--- src/rtl/lock_pkg.sv ---
package lock_pkg;
  typedef enum logic [1:0] {
    GATE_AND  = 2'd0,
    GATE_XOR  = 2'd1,
    GATE_OR   = 2'd2,
    GATE_NAND = 2'd3
  } gate_t;
endpackage

--- src/rtl/point_flip.sv ---
module point_flip #(
  parameter int             W      = 13,
  parameter logic [W-1:0]   KEY_OK = '0
) (
  input  logic [W-1:0] in_bits,
  input  logic [W-1:0] key,
  output logic         flip
);
  logic hit;
  logic key_good;

  assign hit      = (in_bits == key);
  assign key_good = (key == KEY_OK);
  assign flip     = hit & ~key_good;

  always_comb begin
    // a firing comparator always sits on the key's own pattern
    p_single_point_r3: assert (!flip || (in_bits == key))
      else $error("point flip away from key pattern");
    // the correct key silences this generator
    p_point_mask_r4: assert (!(key == KEY_OK) || !flip)
      else $error("point flip under correct key");
  end
endmodule

--- src/rtl/tree_node.sv ---
module tree_node #(
  parameter lock_pkg::gate_t KIND = lock_pkg::GATE_AND
) (
  input  logic a,
  input  logic b,
  output logic z
);
  if (KIND == lock_pkg::GATE_XOR) begin : g_xor
    assign z = a ^ b;
  end else if (KIND == lock_pkg::GATE_OR) begin : g_or
    assign z = a | b;
  end else if (KIND == lock_pkg::GATE_NAND) begin : g_nand
    assign z = ~(a & b);
  end else begin : g_and
    assign z = a & b;
  end
endmodule

--- src/rtl/tree_flip.sv ---
module tree_flip #(
  parameter int              TW     = 4,
  parameter logic [TW-1:0]   KEY_OK = '0,
  parameter lock_pkg::gate_t GATE   = lock_pkg::GATE_XOR,
  parameter int              LAYER  = 0,
  parameter int              COUNT  = 2
) (
  input  logic [TW-1:0] in_bits,
  input  logic [TW-1:0] key,
  output logic          flip
);
  localparam int LEVELS = $clog2(TW);
  localparam int NODES  = 2 * TW - 1;
  localparam int ROOT   = NODES - 1;

  if ((TW < 2) || ((TW & (TW - 1)) != 0)) begin : g_bad_width
    $error("tree width must be a power of two, at least 2");
  end
  if ((LAYER < 0) || (LAYER >= LEVELS)) begin : g_bad_layer
    $error("replacement layer outside the tree");
  end else if ((COUNT < 0) || (COUNT > (TW >> (LAYER + 1)))) begin : g_bad_count
    $error("replacement count exceeds gates in layer");
  end

  // heap-ordered node vector: leaves first, each layer after the one below
  logic [NODES-1:0] node;
  logic             tree_hit;
  logic             key_good;

  assign node[TW-1:0] = ~(in_bits ^ key);

  for (genvar l = 0; l < LEVELS; l++) begin : g_layer
    localparam int IB  = 2 * TW - 2 * (TW >> l);
    localparam int OB  = 2 * TW - 2 * (TW >> (l + 1));
    localparam int NG  = TW >> (l + 1);
    for (genvar g = 0; g < NG; g++) begin : g_gate
      localparam lock_pkg::gate_t KIND =
        ((l == LAYER) && (g < COUNT)) ? GATE : lock_pkg::GATE_AND;
      tree_node #(.KIND(KIND)) u_node (
        .a (node[IB + 2*g]),
        .b (node[IB + 2*g + 1]),
        .z (node[OB + g])
      );
    end
  end

  assign tree_hit = node[ROOT];
  assign key_good = (key == KEY_OK);
  assign flip     = tree_hit & ~key_good;

  always_comb begin
    // the correct tree key silences this generator
    p_tree_mask_r6: assert (!(key == KEY_OK) || !flip)
      else $error("tree flip under correct key");
  end
endmodule

--- src/rtl/dual_flip_lock.sv ---
module dual_flip_lock #(
  parameter int              N_IN       = 13,
  parameter int              PW         = 13,
  parameter int              TW         = 4,
  parameter logic [PW-1:0]   PT_KEY_OK  = 13'h1A5C,
  parameter logic [TW-1:0]   TR_KEY_OK  = 4'h9,
  parameter lock_pkg::gate_t REPL_GATE  = lock_pkg::GATE_XOR,
  parameter int              REPL_LAYER = 0,
  parameter int              REPL_COUNT = 2
) (
  input  logic [N_IN-1:0]  pi_in,
  input  logic             y_in,
  input  logic [PW+TW-1:0] key_in,
  output logic             y_out
);
  localparam int KW = PW + TW;

  if ((N_IN < PW) || (N_IN < TW)) begin : g_bad_inputs
    $error("input width narrower than a key section");
  end

  logic [PW-1:0] pt_key;
  logic [TW-1:0] tr_key;
  logic          pt_flip;
  logic          tr_flip;
  logic          flip_any;

  assign pt_key = key_in[PW-1:0];
  assign tr_key = key_in[KW-1:PW];

  point_flip #(.W(PW), .KEY_OK(PT_KEY_OK)) u_point (
    .in_bits (pi_in[PW-1:0]),
    .key     (pt_key),
    .flip    (pt_flip)
  );

  tree_flip #(
    .TW(TW), .KEY_OK(TR_KEY_OK), .GATE(REPL_GATE),
    .LAYER(REPL_LAYER), .COUNT(REPL_COUNT)
  ) u_tree (
    .in_bits (pi_in[TW-1:0]),
    .key     (tr_key),
    .flip    (tr_flip)
  );

  assign flip_any = pt_flip | tr_flip;
  assign y_out    = y_in ^ flip_any;

  always_comb begin
    // any active generator inverts the protected bit
    p_flip_inverts_r1: assert (!(pt_flip || tr_flip) || (y_out != y_in))
      else $error("flip active but output not inverted");
    // both correct keys restore the original function
    p_correct_key_r2: assert (!(key_in == {TR_KEY_OK, PT_KEY_OK}) || (y_out == y_in))
      else $error("correct key altered output");
    // both flips together still yield one inversion
    p_single_inv_r7: assert (!(pt_flip && tr_flip) || (y_out == ~y_in))
      else $error("double flip cancelled");
  end
endmodule

--- config.mk ---
export PLATFORM = sky130hd
export DESIGN_NAME = dual_flip_lock
export DESIGN_NICKNAME = d
export VERILOG_FILES = /design/src/rtl/lock_pkg.sv /design/src/rtl/point_flip.sv /design/src/rtl/tree_node.sv /design/src/rtl/tree_flip.sv /design/src/rtl/dual_flip_lock.sv
export SDC_FILE = /design/constraint.sdc
export NUM_CORES = 1
export LEC_CHECK = 0
export BUFFER_PORTS_ARGS = -buffer_cell sky130_fd_sc_hd__buf_2
export CAP_MARGIN = 20
export CORE_AREA = 2 2 39 41
export DETAILED_ROUTE_END_ITERATION = 8
export DIE_AREA = 0 0 41 43
export GPL_ROUTABILITY_DRIVEN = 0
export PLACE_DENSITY_LB_ADDON = 0.12
export SKIP_LAST_GASP = 1
export SYNTH_ARGS = -nofsm -noshare
export SYNTH_HDL_FRONTEND = slang
export SYNTH_SLANG_ARGS = --single-unit
--- constraint.sdc ---
create_clock -name vclk -period 1.4
set_input_delay 0.14 -clock vclk [all_inputs]
set_output_delay 0.14 -clock vclk [all_outputs]
set_load 0.02 [all_outputs]
==> key figures, run 1 <==
Outcome
  • Run status: finished, violations left
  • Failing checks: negative setup slack

Power
  • Sw Pwr: 0.0822 mW
  • Gate power share: 100.0%
  • PD cells: 336 nW/µm²
  • Leakage power: 0.252 nW
  • Internal Dissipation: 0.107 mW
  • Sw Ratio: 43.5%
  • Sequential Power Share: 0%
  • Clock share of power: 0%
  • Total Power: 0.189 mW
  • Peak supply drop: 0.118 mV

CTS
  • # Post-CTS Setup Buffers: 0
  • Cts hold-fix bufs: 0

STA
  • Measured slew at the worst slew-check pin: 324 ps
  • Max Slew Vio Count: 0
  • Count of final hold-check violations: 0
  • Final critical-path required period: 1450 ps
  • Fmax achieved: 0.688 GHz
  • Final period utilization: 104%
  • Setup slack after layout: -52.9 ps
  • RSZ-0062 raised after global routing: true
  • # setup viols final: 1
  • Max_slew headroom: 78.3%

Worst setup path
  • WP data arrival: 1310 ps
  • Slowest stage delay, CP: 270 ps
  • CP max FO: 2
  • Slowest CP cell: nor4b_2
  • Delay-heaviest family, CP: simple AND/OR/NAND/NOR gates
  • Worst path cell trace: buf_2, nand4b_1, nor4b_2, nand4_1, a31oi_2, xnor2_1, buf_4
  • Worst Setup Start Kind: input port
  • Worst EP required: 1260 ps
  • Setup CP Type: input port to primary output
  • Worst path bufs/invs: 2
  • Critical Path Sink Type: primary output

Logic synthesis
  • Avg Inst Size Synth: 8.33 µm²
  • Synth Cell Area: 292 µm²
  • Seq/Total Area, Yosys: 0%
  • Mapped Cells: 35
  • Yosys warning count: 0
  • Mapped Nets: 66
  • Yosys cell types: 13

Floorplanning
  • Core ar.: 1380 µm²
  • Die X: 41 µm
  • Die height: 43 µm
  • Initial Util: 21.1%
  • Die area: 1760 µm²
  • Std cell rows: 14
  • # IOs: 32

GRT
  • Global route overflow: 0
  • First-pass GRT wire length: 1.33 mm
  • Initial antenna violation count: 0
  • Largest net degree at the start of global routing: 4
  • Total track usage: 9.99%
  • Number of global-route vias before repair: 389

Final layout
  • Share of post-route cells with drive strength above 1: 62.2%
  • Reg area: 0 µm²
  • Seq_cells: 0
  • # diodes: 0
  • CLK BUF: 0
  • Area grow syn2layout: 92.7%
  • Final #Nets: 107
  • Fin util: 40.6%

Detailed routing
  • DR vias/cell: 4.34
  • DRC Markers: 0
  • 1st-pass router iterations: 4
  • Routed wire per std cell: 8.86 µm
  • Drt initial violations: 3
  • Via Count: 391
  • Antenna viol nets, final: 0
  • WL final: 797 µm

Placed design
  • I/O Buffers: 32
  • HPWL after DPL: 754 µm

Flow run
  • Max-Cap Viols: 0

Hold path
  • Hold crit path type: input port to primary output
[cell usage in the layout, fill, tap and decap left out]
cell type / instances
buf_2: 31
xnor2_1: 11
buf_4: 8
xor2_1: 5
nand4_1: 3
nor3_1: 3
xnor2_2: 2
nor4b_1: 1
nand4b_1: 1
nor4b_2: 1
nor4_4: 1
inv_1: 1
nand2b_1: 1
nand3_1: 1
xor2_2: 1
a21boi_1: 1
a2111oi_2: 1
a31oi_2: 1
[stage by stage]
stage                     worst slack [ps]  std cells  hold slack, ps  cell area, µm²  TNS [ps]
final                                -52.9         90             571             562     -52.9
after global placement                -142         90             578             524      -142
after global routing                  -168         90             589             562      -168
after CTS                             -116         90             570             531      -116
after floorplan                       56.1         35             422             292         0
after detailed placement              -150         90             570             524      -150
[power by group through the flow]
stage               Clock, mW  Combinational (mW)  Sequential [mW]
floorplan                   0              0.0884                0
global placement            0               0.175                0
detailed placement          0               0.176                0
CTS                         0               0.178                0
global route                0               0.207                0
finish                      0               0.189                0
[layer usage]
| metal | up-vias | global-route usage (%) | part of all wire (%) |
|---|---|---|---|
| met5 | - | 0 | 0 |
| met4 | 0 | 0 | 0 |
| met3 | 0 | 0 | 8.3 |
| met2 | 20 | 18.1 | 47 |
| met1 | 165 | 13.3 | 45 |
| li1 | 206 | - | - |
[final timing paths]
path       start     to  slack [ps]  depth (start not counted)
min         y_in  y_out         570                          3
max   key_in[10]  y_out         -50                          7
[area by class of cell]
class / count / area [µm²]
tap: 16 / 20.0
timing repair buffer: 39 / 215
multi-input combinational: 34 / 323
inverter: 1 / 3.75
fill: 152 / 822
[logic make-up (layout without fill, tap and decap cells)]
kind of cell | count (synthesis) | count (layout) | share of synthesized area (%)
XOR/XNOR | 19 | 19 | 57.1
AND/OR/NAND/NOR | 12 | 12 | 31.8
buffers and inverters | 1 | 40 | 1.29
AO/OA/AOI/OAI | 3 | 3 | 9.87
[cells in the mapped netlist]
| cell type | n | area (µm²) |
|---|---|---|
| xnor2_1 | 13 | 114 |
| xor2_1 | 6 | 52.6 |
| nand4_1 | 3 | 18.8 |
| nor3_1 | 3 | 15.0 |
| nor4b_1 | 2 | 17.5 |
| a2111oi_2 | 1 | 15.0 |
| a21boi_1 | 1 | 7.51 |
| a31oi_1 | 1 | 6.26 |
| inv_1 | 1 | 3.75 |
| nand2b_1 | 1 | 6.26 |
| nand3_1 | 1 | 5.00 |
| nand4b_1 | 1 | 8.76 |
| nor4_4 | 1 | 21.3 |
[timing repair]
action | 4_1_cts | 5_1_grt
pin swaps | 0 | 1
endpoints found under the setup margin | 1 | 1
resized for setup | 1 | 5
Power figures use the tool's default switching activity.
==> run 2, diff against run 1 <==
--- a/config.mk
+++ b/config.mk
@@ -5,6 +5,7 @@
 export SDC_FILE = /design/constraint.sdc
 export NUM_CORES = 1
 export LEC_CHECK = 0
+export ABC_AREA = 1
 export BUFFER_PORTS_ARGS = -buffer_cell sky130_fd_sc_hd__buf_2
 export CAP_MARGIN = 20
 export CORE_AREA = 2 2 39 41
==> constraint.sdc (replaced) <==
create_clock -name vclk -period 1.8
set_input_delay 0.18 -clock vclk [all_inputs]
set_output_delay 0.18 -clock vclk [all_outputs]
set_load 0.02 [all_outputs]
==> run 2 against run 1 <==
- the flow now finishes without violations
- sequential cell count stayed put
- wire length is 18% higher
- via count is 48% higher
- critical path type unchanged
- total power is 32% lower
- highest routed layer unchanged
- die area stayed put
- core utilization is 2.8 points higher
- combinational power is 32% lower
==> key figures, run 2 <==
Outcome
  • Run status: finished, final reports clean

Final layout
  • Fin cells: 144 (+60%)
  • Final #Nets: 161 (+50%)
  • Share of post-route cells with drive strength above 1: 28.1% (-34 points)
  • Fillers: 159 (+4.6%)
  • Reg area: 0 µm² (unchanged)
  • Fin util: 43.4% (+2.8 points)
  • Most frequent cells in the layout: nand2_1 (43), buf_2 (32), inv_1 (26)
  • Commonest non-fill, non-tap cell in the layout: nand2_1
  • Multi-input combinational cell area: 323 µm² (unchanged)
  • Area grow syn2layout: 42.9%
  • Cell area after layout: 601 µm² (+6.9%)
  • Seq_cells: 0 (unchanged)
  • # diodes: 0 (unchanged)
  • CLK BUF: 0 (unchanged)

Floorplanning
  • # IOs: 32 (unchanged)
  • Die area: 1760 µm² (unchanged)
  • Initial Util: 30.4% (+9.3 points)
  • Std cell rows: 14 (unchanged)
  • Die height: 43 µm (unchanged)
  • Die X: 41 µm (unchanged)
  • Core ar.: 1380 µm² (unchanged)

STA
  • RSZ-0062 raised after global routing: false
  • Measured slew at the worst slew-check pin: 182 ps (-142 ps)
  • Hold WS: 720 ps (+149 ps)
  • Final period utilization: 68.9%
  • Fmax achieved: 0.807 GHz
  • Setup TNS: 0 ps (+52.9 ps)
  • Max_slew headroom: 87.8% (+9.4 points)
  • Final critical-path required period: 1240 ps
  • Max Slew Vio Count: 0 (unchanged)
  • Setup slack after layout: 560 ps (+613 ps)
  • Count of final hold-check violations: 0 (unchanged)
  • # setup viols final: 0 (-1)

Worst setup path
  • Delay-heaviest family, CP: simple AND/OR/NAND/NOR gates
  • CP max FO: 3 (+1)
  • Slowest stage delay, CP: 150 ps (-120 ps)
  • WP data arrival: 1060 ps (-250 ps)
  • Critical Path Sink Type: primary output
  • Worst EP required: 1620 ps (+360 ps)
  • Worst Setup Start Kind: input port
  • Slowest CP cell: buf_2
  • Worst path cell trace: buf_2, nor2_1, nor2_1, nor2_1, nand2_1, nor2_2, nand3_2, nand2_1, nand2_1, nand2_1, buf_2
  • Worst path bufs/invs: 2 (unchanged)
  • Setup CP Type: input port to primary output
  • Worst path most repeated cell: nand2_1

Placed design
  • Placed Area: 601 µm² (+15%)
  • HPWL after DPL: 883 µm (+17%)
  • Post-place setup slack: 536 ps (+685 ps)
  • I/O Buffers: 32 (unchanged)
  • Dpl cells: 144 (+60%)

Detailed routing
  • DRC Markers: 0 (unchanged)
  • Via Count: 578 (+48%)
  • 1st-pass router iterations: 4 (unchanged)
  • Routed wire per std cell: 6.53 µm (-26%)
  • DR vias/cell: 4.01 (-7.6%)
  • WL final: 940 µm (+18%)
  • Drt initial violations: 5 (+2)
  • Antenna viol nets, final: 0 (unchanged)

Power
  • Sw Ratio: 52.6% (+9.1 points)
  • Sw Pwr: 0.0677 mW (-18%)
  • Sequential Power Share: 0% (unchanged)
  • Leakage power: 0.438 nW (+74%)
  • Clock share of power: 0% (unchanged)
  • PD cells: 214 nW/µm² (-36%)
  • Peak supply drop: 0.0585 mV (-50%)
  • Internal Dissipation: 0.0610 mW (-43%)
  • Gate power share: 100.0% (about the same)
  • Total Power: 0.129 mW (-32%)

Logic synthesis
  • Synth Cell Area: 420 µm² (+44%)
  • Yosys cell types: 10 (-3)
  • Synth area leader: nand2_1
  • Mapped Nets: 127 (+92%)
  • Area contributors post-synth: nand2_1 (38%), inv_1 (23%), nor2_1 (9.8%)
  • Mapped Cells: 96 (+170%)
  • Yosys warning count: 0 (unchanged)
  • Top-count cell post-synth: nand2_1
  • Post-synth top area share: 38.4% (-0.66 points)
  • Avg Inst Size Synth: 4.38 µm² (-47%)
  • Seq/Total Area, Yosys: 0% (unchanged)
  • Post-synth top cells: nand2_1 (43), inv_1 (26), nor2_1 (11)

GRT
  • Initial antenna violation count: 0 (unchanged)
  • Largest net degree at the start of global routing: 4 (unchanged)
  • First-pass GRT wire length: 1.73 mm (+30%)
  • Total track usage: 12.7% (+2.7 points)
  • Number of global-route vias before repair: 484 (+24%)
  • Global route overflow: 0 (unchanged)

CTS
  • # Post-CTS Setup Buffers: 0 (unchanged)
  • Cts hold-fix bufs: 0 (unchanged)
  • Post-CTS Resized: 0 (-1)

Flow run
  • Max-Cap Viols: 0 (unchanged)

Hold path
  • Hold crit path type: input port to primary output
## run 2: cell types whose count changed in the layout (fill, tap and decap cells not counted), sizes merged, moves of 2 or more
cell   previous run  this run
nor4b             2         0
nand3             1         4
inv               1        26
nor2              0        13
xor2              6         2
nor3              3         0
buf              39        32
xnor2            13         4
nand2             0        43
## run 2: final timing paths
path | startpoint | to | depth (start not counted) | slack, ps
max | key_in[3] | y_out | 11 | 560
min | y_in | y_out | 5 | 720
## run 2: area by class of cell
| cell class | count | area share (%) |
|---|---|---|
| multi-input combinational | 70 | 53.8 |
| tap | 16 | 3.33 |
| timing repair buffer | 32 | 26.7 |
| inverter | 26 | 16.2 |
## run 2: logic make-up after synthesis
| kind of cell | after synthesis | synth area share, % |
|---|---|---|
| simple gates | 64 | 64.3 |
| buf+inv | 26 | 23.2 |
| xor+xnor | 6 | 12.5 |
## run 2: per-layer routing
layer | track usage, % | up-vias | wire, µm
met1 | 17.4 | 226 | 453
met2 | 22.5 | 15 | 433
li1 | - | 337 | -
met5 | 0 | - | 0
met4 | 0 | 0 | 0
met3 | 0 | 0 | 53
## run 2: power groups by stage
stage	clock network (mW)	registers, mW	logic (mW)
CTS	0	0	0.131
finish	0	0	0.129
floorplan	0	0	0.0735
global route	0	0	0.152
detailed placement	0	0	0.130
global placement	0	0	0.127
